[src/rtl/pe_pkg.sv]
package pe_pkg;
  typedef enum logic [2:0] {
    MODE_X          = 3'd0,
    MODE_Y          = 3'd1,
    MODE_XY         = 3'd2,
    MODE_XMASK      = 3'd3,
    MODE_XMASK_YUPD = 3'd4,
    MODE_LOADM      = 3'd5
  } peMode_t;

  typedef struct packed {
    logic wrX;
    logic wrY;
    logic wrM;
    logic maskX;
  } peStrobe_t;
endpackage

[src/rtl/pe_ctrl.sv]
module pe_ctrl
  import pe_pkg::*;
(
  input  logic       opEn,
  input  logic [2:0] opMode,
  output peStrobe_t  strobe
);
  always_comb begin
    strobe = '0;
    if (opEn) begin
      case (opMode)
        MODE_X:          strobe.wrX = 1'b1;
        MODE_Y:          strobe.wrY = 1'b1;
        MODE_XY:         begin strobe.wrX = 1'b1; strobe.wrY = 1'b1; end
        MODE_XMASK:      begin strobe.wrX = 1'b1; strobe.maskX = 1'b1; end
        MODE_XMASK_YUPD: begin strobe.wrX = 1'b1; strobe.wrY = 1'b1; strobe.maskX = 1'b1; end
        MODE_LOADM:      strobe.wrM = 1'b1;
        default:         strobe = '0;
      endcase
    end
  end
endmodule

[src/rtl/pe_datapath.sv]
module pe_datapath
  import pe_pkg::*;
#(
  parameter int N = 16
) (
  input  logic         clk,
  input  logic         rst,
  input  peStrobe_t    strobe,
  input  logic [3:0]   opFunc,
  input  logic [N-1:0] fIn,
  output logic [N-1:0] mReg,
  output logic [N-1:0] xReg,
  output logic [N-1:0] yReg
);
  logic [N-1:0] xNew, yNew, xWe;

  for (genvar i = 0; i < N; i++) begin : g_pe
    assign xNew[i] = opFunc[{xReg[i], fIn[i]}];
    assign yNew[i] = opFunc[{yReg[i], fIn[i]}];
    assign xWe[i]  = strobe.wrX & (~strobe.maskX | yReg[i]);
  end

  always_ff @(posedge clk) begin
    if (rst) begin
      mReg <= '0;
      xReg <= '0;
      yReg <= '0;
    end else begin
      if (strobe.wrM) mReg <= fIn;
      if (strobe.wrY) yReg <= yNew;
      xReg <= (xNew & xWe) | (xReg & ~xWe);
    end
  end
endmodule

[src/rtl/pe_reg_array.sv]
module pe_reg_array
  import pe_pkg::*;
#(
  parameter int N = 16
) (
  input  logic         clk,
  input  logic         rst,
  input  logic         opEn,
  input  logic [2:0]   opMode,
  input  logic [3:0]   opFunc,
  input  logic [N-1:0] fIn,
  output logic [N-1:0] mOut,
  output logic [N-1:0] xOut,
  output logic [N-1:0] yOut
);
  peStrobe_t strobe;

  pe_ctrl i_ctrl (
    .opEn   (opEn),
    .opMode (opMode),
    .strobe (strobe)
  );

  pe_datapath #(.N(N)) i_dp (
    .clk    (clk),
    .rst    (rst),
    .strobe (strobe),
    .opFunc (opFunc),
    .fIn    (fIn),
    .mReg   (mOut),
    .xReg   (xOut),
    .yReg   (yOut)
  );
endmodule

[config.mk]
export PLATFORM = sky130hd
export DESIGN_NAME = pe_reg_array
export DESIGN_NICKNAME = d
export VERILOG_FILES = /design/src/rtl/pe_pkg.sv /design/src/rtl/pe_ctrl.sv /design/src/rtl/pe_datapath.sv /design/src/rtl/pe_reg_array.sv
export SDC_FILE = /design/constraint.sdc
export NUM_CORES = 1
export LEC_CHECK = 0
export BUFFER_PORTS_ARGS = -buffer_cell sky130_fd_sc_hd__buf_2
export CAP_MARGIN = 10
export CORE_UTILIZATION = 52
export CTS_BUF_LIST = sky130_fd_sc_hd__clkbuf_8
export DETAILED_ROUTE_END_ITERATION = 10
export GPL_TIMING_DRIVEN = 0
export PLACE_DENSITY = 0.87
export RECOVER_POWER = 50
export REMOVE_ABC_BUFFERS = 1
export SYNTH_ARGS = -nofsm -noshare
export SYNTH_HDL_FRONTEND = slang
export SYNTH_SLANG_ARGS = --single-unit
[constraint.sdc]
create_clock -name clk -period 1.5 [get_ports clk]
set_input_delay 0.15 -clock clk [delete_from_list [all_inputs] [get_ports clk]]
set_output_delay 0.15 -clock clk [all_outputs]
set_load 0.005 [all_outputs]
== Word-level counts from Yosys, hierarchy flattened ==
Index checks and enable logic that the tools add are counted.

* Bits in registers: 48
* Output and inout bits: 48
* Bits of input ports: 26
* Word-level logic and storage cells: 150

* Bitwise operators: 37
* Eq/ne operators: 5
* Order comparisons: 32
* Reduce and logical (&&, ||, !) cells: 4
* Muxes and demuxes: 69

{| class="wikitable"
|+ Operators by type and width
! operator !! count
|-
| less-than comparator 2 x 3 -> 1 bit (second input constant) || 32
|-
| binary-select mux 1 bit (select 2 bit) || 32
|-
| two-way mux 1 bit || 36
|-
| bitwise AND 16 bit || 2
|-
| bitwise AND 1 bit || 16
|-
| NOT 16 bit || 1
|-
| bitwise OR 1 bit || 16
|-
| bitwise OR 16 bit || 1
|-
| == test 3 x 2 -> 1 bit (second input constant) || 2
|-
| == test 3 bit (second input constant) || 2
|-
| two-way mux 4 bit || 1
|-
| OR reduction 4 bit || 1
|-
| == test 3 x 1 -> 1 bit (second input constant) || 1
|-
| logical NOT 3 bit || 1
|-
| OR reduction 3 bit || 1
|-
| OR reduction 2 bit || 1
|-
| NOT 1 bit || 1
|}

== Depth between registers and ports, before layout ==
Gate-level depths: netlist (run 1).

* Depth after elaboration: 10
* Gate-level depth with buffers: 6
* Gate-level depth less buffers: 4

== By module ==
A second synthesis (run 1) with hierarchy kept.

* Cells, all modules: 271
* Area, all modules: 2570.0 µm²

{| class="wikitable"
|+ By module, submodules not included
! module !! seq. area each (µm²) !! area each (µm²) !! instances !! cells each
|-
| pe_datapath || 960.9 || 2496.1 || 1 || 262
|-
| pe_ctrl || 0.0 || 73.8 || 1 || 9
|}

== Worst setup path before layout (run 1) ==
Ideal clock, no wire load.

* Path type: input to register
* From: input port opEn
* To: register (tool-made name)
* Buffers on the path: 2
* Data required time: 1.409 ns
* Data arrival time: 1.176 ns
* Setup time: 0.091 ns
* Path slack: 0.233 ns
* Cell stages on the path: 6
* Path through: buf_4 or3b_4 buf_6 o21ai_2 a21oi_1 a311oi_1

{| class="wikitable"
|+ RTL lines
! item !! line !! RTL
|-
| start, declared || pe_reg_array.sv:8 || <nowiki>input logic opEn,</nowiki>
|}

==> results.md, run 1 <==
* Status: completed
* Worst Path Arrival at 1.54 ns
* Worst-path clk slew at 0.08 ns
* Crit share post-route at 89.47%
* Area occupied by multi-input gates at 0.001231 sq mm
* Period minus WS final at 1.342 ns
* CTS tree: built
* Gr usage total at 27.82%
* Nets at 338
* Die span in y at 68.10 microns
* Setup violators final at 0
* Synth Register Bits at 48
* Clock power share at 31.0%
* Worst Path Buf+Inv at 1
* CP delay by family, top: simple AND/OR/NAND/NOR gates
* Endpoints failing hold at 0
* Met2 GRT Util at 45.59%
* CTS Hold Bufs at 0
* Crit Path Class: in2reg
* Ports at 74
* Nature of the critical path startpoint: input pin
* Core Rows at 23
* N_diodes at 0
* Port Buf Inserts at 73
* Number of buffers created by CTS at 5
* Power per Cell Area at 979.2 mW/mm^2
* H-tree depth at 2
* DP Wirelength at 3.729 mm
* Grt met3 use at 7.500%
* Routed Antenna Nets at 0
* Worst-Margin Slew at 0.8737 ns
* Relative slew margins at 41.75%
* HP Class: in2reg
* CP max FO at 20
* Filler instances at 374
* Final GP Congestion at 0.7004
* Longest Clk Path Bufs at 2
* Mapped Cells at 250
* Gr ovfl total at 0
* First-pass GRT wire length at 9.611 mm
* Syn avg cell area at 9.089 sq um
* CTS root buffer: clkbuf_8
* Internal power at 0.001919 W
* Setup slack, reg-to-reg at 0.31 ns
* Number of max-cap violations at 0
* TritonRoute pass-1 iters at 4
* Busiest grt layer: met2
* Worst stage delay on the critical path at 0.56 ns
* Clock skew at 0.003654 ns
* Area of placed instances at 0.002613 sq mm
* Dpl ws at -0.4318 ns
* Largest net degree at the start of global routing at 49
* Post-Syn Area at 0.002272 sq mm
* Post-synthesis sequential area ratio at 42.29%
* FF+latch area at 960.9 sq um
* Post-Route WL at 5.949 mm
* Crit-path cells: clkbuf_4, or3b_4, o21ai_0, a21oi_1, a311oi_1
* Clock Latency Late Sink at 0.29 ns
* Met1 Use GR at 36.04%
* Cell at the slowest stage of the critical path: or3b_4
* Utilization after layout at 65.74%
* Synth area leader: dfxtp_1
* # DRC at 0
* Max rail drop VDD at 0.0005421 V
* Final WS setup at 0.1580 ns
* Switching Fraction at 27.05%
* Worst setup EP type: flip-flop
* Total power draw at 0.002631 W
* Area contributors post-synth: dfxtp_1, a311oi_1, a21oi_1
* Core Box Area at 0.004086 sq mm
* RSZ-0062 raised after global routing: no
* Yosys warns at 0
* DRT iter0 DRCs at 202
* Post-synth cell types at 17
* Fraction of layout cells with a size suffix above 1 at 25.00%
* Comb power frac at 16.5%
* Post-synth top area share at 42.29%
* Area grow syn2layout at 18.23%
* Total die area at 0.004638 sq mm
* Worst Path Required at 1.69 ns
* Initial Util at 55.60%
* Leak at 0.9876 nW
* Sequential power share at 52.5%
* Post-Layout Inst Area at 0.002686 sq mm
* Routed wire length per instance at 16.43 microns
* Die span in x at 68.10 microns
* Initial antenna violation count at 0
* Via Count at 2,188
* Routed vias/inst at 6.044
* CTS sink count at 48
* Pins Over Slew Limit at 0
* Fmax at 0.7452 GHz
* Switching Power at 0.0007117 W
* Number of global-route vias before repair at 2,038
cell usage in the layout (no fill, tap or decap), drive strengths merged:
cell    count
a311oi     32
o211a       1
dfxtp      48
mux2       17
and4b       1
o21ai      17
or3b        1
buf        41
a21oi      48
xor2        1
nand4b      1
clkbuf     40
nand2      48
mux2i      16
worst reg2reg max path, cell delays in order, from the launching register on:
cell	delay, ns
dfxtp_1	0.39
nand2_1	0.07
o21ai_0	0.26
a21oi_1	0.11
a311oi_1	0.26
metrics by stage:
stage | hold slack (ns) | setup TNS (ns) | instances
4_1_cts | 0.1093 | 0 | 361
3_5_place_dp | 0.4292 | -11.95 | 354
5_1_grt | 0.1110 | 0 | 362
2_1_floorplan | 0.2191 | 0 | 231
3_3_place_gp | 0.4242 | -10.27 | 354
6_report | 0.1169 | 0 | 362
cell type report:
cell class | instances | area share (%)
sequential | 48 | 35.77
clock buffer | 7 | 3.586
tap | 50 | 2.329
multi-input combinational | 183 | 45.83
timing repair buffer | 74 | 12.48
logic make-up (layout without fill, tap and decap cells):
family / Yosys count / after routing / share of synthesized area (%)
mux: 33 / 33 / 15.47
flops: 48 / 48 / 42.29
xor+xnor: 1 / 1 / 0.3855
compound gates: 98 / 98 / 28.74
simple gates: 51 / 51 / 9.251
buf+inv: 19 / 81 / 3.855
synthesized netlist by cell type, drive strengths merged:
| cell type | n |
|---|---|
| a311oi | 32 |
| clkbuf | 13 |
| or3b | 1 |
| and4b | 1 |
| o211a | 1 |
| xor2 | 1 |
| mux2 | 17 |
| a21oi | 48 |
| dfxtp | 48 |
| nand4b | 1 |
| mux2i | 16 |
| buf | 6 |
| o21ai | 17 |
| nand2 | 48 |
worst paths after layout:
path | from | endpoint | depth (start not counted)
min reg2reg | i_dp.mReg[1] | i_dp.mReg[1] | 2
min | fIn[8] | i_dp.mReg[8] | 3
max reg2reg | i_dp.yReg[4] | flip-flop | 4
max | opEn | flip-flop | 5
power groups by stage:
stage / clock network (W) / registers, W / logic (W)
floorplan: 0 / 0.00141 / 0.000220
global placement: 0 / 0.00141 / 0.000419
detailed placement: 0 / 0.00141 / 0.000431
CTS: 0.000835 / 0.00138 / 0.000435
global route: 0.000881 / 0.00139 / 0.000481
finish: 0.000816 / 0.00138 / 0.000433
repair_timing:
action,in CTS,in global routing
resized for setup,1,2
endpoints found under the setup margin,16,27
pin swaps,0,1
setup buffers,0,1
per-layer routing:
layer | wire [microns] | vias up | share of wire (%)
li1 | - | 1070 | -
met1 | 2631 | 1018 | 44
met2 | 2847 | 96 | 48
met3 | 442 | 4 | 7.4
met4 | 28 | 0 | 0.47
met5 | 0 | - | 0
Power figures use the tool's default switching activity.
==> run 2, diff against run 1 <==
--- a/config.mk
+++ b/config.mk
@@ -7,11 +7,11 @@
 export LEC_CHECK = 0
 export BUFFER_PORTS_ARGS = -buffer_cell sky130_fd_sc_hd__buf_2
 export CAP_MARGIN = 10
-export CORE_UTILIZATION = 52
+export CORE_UTILIZATION = 30
 export CTS_BUF_LIST = sky130_fd_sc_hd__clkbuf_8
 export DETAILED_ROUTE_END_ITERATION = 10
 export GPL_TIMING_DRIVEN = 0
-export PLACE_DENSITY = 0.87
+export PLACE_DENSITY = 0.57
 export RECOVER_POWER = 50
 export REMOVE_ABC_BUFFERS = 1
 export SYNTH_ARGS = -nofsm -noshare
==> constraint.sdc (replaced) <==
create_clock -name clk -period 1.65 [get_ports clk]
set_input_delay 0.165 -clock clk [delete_from_list [all_inputs] [get_ports clk]]
set_output_delay 0.165 -clock clk [all_outputs]
set_load 0.005 [all_outputs]
==> run 2 against run 1 <==
Net effect: combinational power down 9.5%; critical path depth down 1; final area up 2.0%; total power down 10%; die area up 71%; register-to-register slack better by 0.20 ns; clock power down 13%; sequential cell count unchanged; core utilization down 28 points; non-clock buffer count up 1.
==> results.md, run 2 (synthesis results as in run 1) <==
* DRT iter0 DRCs at 109
* Filler instances at 803
* Number of global-route vias before repair at 1,864
* RSZ-0062 raised after global routing: no
* Pins Over Slew Limit at 0
* Number of max-cap violations at 0
* Worst Path Arrival at 1.65 ns
* CP max FO at 32
* Cell at the slowest stage of the critical path: o211a_2
* Crit-path cells: buf_2, o211a_2, a21oi_1, a311oi_1
* Hold_sp: fIn[10]
* CTS tree: built
* Nets at 339
* Worst Path Required at 1.84 ns
* Endpoints failing hold at 0
* Fraction of layout cells with a size suffix above 1 at 25.16%
* Largest net degree at the start of global routing at 49
* HP Class: in2reg
* Gr ovfl total at 0
* Status: completed
* Routed wire length per instance at 15.63 microns
* FF+latch area at 960.9 sq um
* Crit share post-route at 88.36%
* Total die area at 0.007926 sq mm
* Hold Path Stages at 3
* Relative slew margins at 39.01%
* Final GP Congestion at 0.6975
* Port Buf Inserts at 73
* Gr usage total at 16.79%
* Worst setup EP type: flip-flop
* Post-Route WL at 6.457 mm
* Final WS setup at 0.1920 ns
* Leak at 0.9967 nW
* Most frequent cells in the layout: nand2_1, a21oi_1, dfxtp_1
* # DRC at 0
* Worst-path clk slew at 0.09 ns
* Routed vias/inst at 5.179
* Max rail drop VDD at 0.0003149 V
* Worst-Margin Slew at 0.9148 ns
* Nature of the critical path startpoint: input pin
* TritonRoute pass-1 iters at 5
* Die span in x at 89.03 microns
* Worst stage delay on the critical path at 0.71 ns
* CTS root buffer: clkbuf_8
* Setup violators final at 0
* Initial Util at 31.16%
* Setup slack, reg-to-reg at 0.51 ns
* Power per Cell Area at 860.4 mW/mm^2
* DP Wirelength at 4.040 mm
* Number of buffers created by CTS at 5
* Fmax at 0.6859 GHz
* Initial antenna violation count at 0
* H-tree depth at 2
* Core Rows at 31
* Die span in y at 89.03 microns
* Area occupied by multi-input gates at 0.001224 sq mm
* N_diodes at 0
* Dpl ws at -0.3095 ns
* First-pass GRT wire length at 9.977 mm
* TNS Setup at 0 ns
* CTS Hold Bufs at 0
* Period minus WS final at 1.458 ns
* Ports at 74
* CP startpoint: opEn
* Longest Clk Path Bufs at 2
* Core Box Area at 0.007292 sq mm
* CTS sink count at 48
* Crit Path Class: in2reg
* Clock skew at 0.003373 ns
* Area grow syn2layout at 20.59%
* Routed Antenna Nets at 0
* Worst hold slack at 0.1334 ns
* WHS Endpoint: i_dp.mReg[10]
* Worst r2r src: i_dp.yReg[0]
* Clock Latency Late Sink at 0.29 ns
* Reg2reg path depth at 4
* Via Count at 2,139
run 2: cell types whose count changed in the layout (fill, tap and decap cells not counted), sizes merged:
cell and delta:
buf +3, clkbuf -3, inv +2
run 2: metrics by stage:
step	power, W	utilization [%]	instances	instance area, sq um
after floorplan	0.001482	-	231	2185
after global routing	0.002507	37.58	413	2740
final	0.002358	37.58	413	2740
after global placement	0.001672	36.67	403	2674
after detailed placement	0.001681	36.67	403	2674
after CTS	0.002412	37.90	411	2764
run 2: how the worst max path moves through the flow:
stage,end,slack [ns],cells past startpoint
finish,i_dp.yReg[2],0.19,4
global route,i_dp.yReg[7],0.02,4
CTS,i_dp.mReg[14],0.08,4
detailed placement,i_dp.yReg[6],-0.31,4
global placement,i_dp.yReg[12],-0.28,4
floorplan,i_dp.yReg[0],0.32,4
run 2: metal layers:
layer  vias to the layer above  share of wire [%]  track usage [%]
met3                         4                6.0            4.524
met5                         -                  0                0
met4                         0               0.54            3.030
met2                        62                 45            26.57
met1                      1001                 48            23.24
li1                       1072                  -                -
run 2: worst max-delay path: cells and delay by family:
family | cells | cell delay (ns)
AOI/OAI and AO/OA | 3 | 1.12
buffers and inverters | 1 | 0.34
run 2: layout make-up:
cell class              instances  share of cell area, %
flip-flops and latches         48                  35.07
clock buffers                   6                  3.014
well taps                      99                  4.521
clock inverters                 2                 0.2740
repair buffers                 75                  12.47
multi-input cells             183                  44.66
run 2: report_power, final:
part	internal, W	switching, W
clock	0.000331	0.000381
sequential	0.00121	0.0000427
combinational	0.000159	0.000234
run 2: repair_timing:
item | CTS | global route
endpoints found under the hold margin | 0 | 0
endpoints found under the setup margin | 1 | 4
pin swaps | 0 | 1
setup buffers | 0 | 2
gates resized for setup | 1 | 0
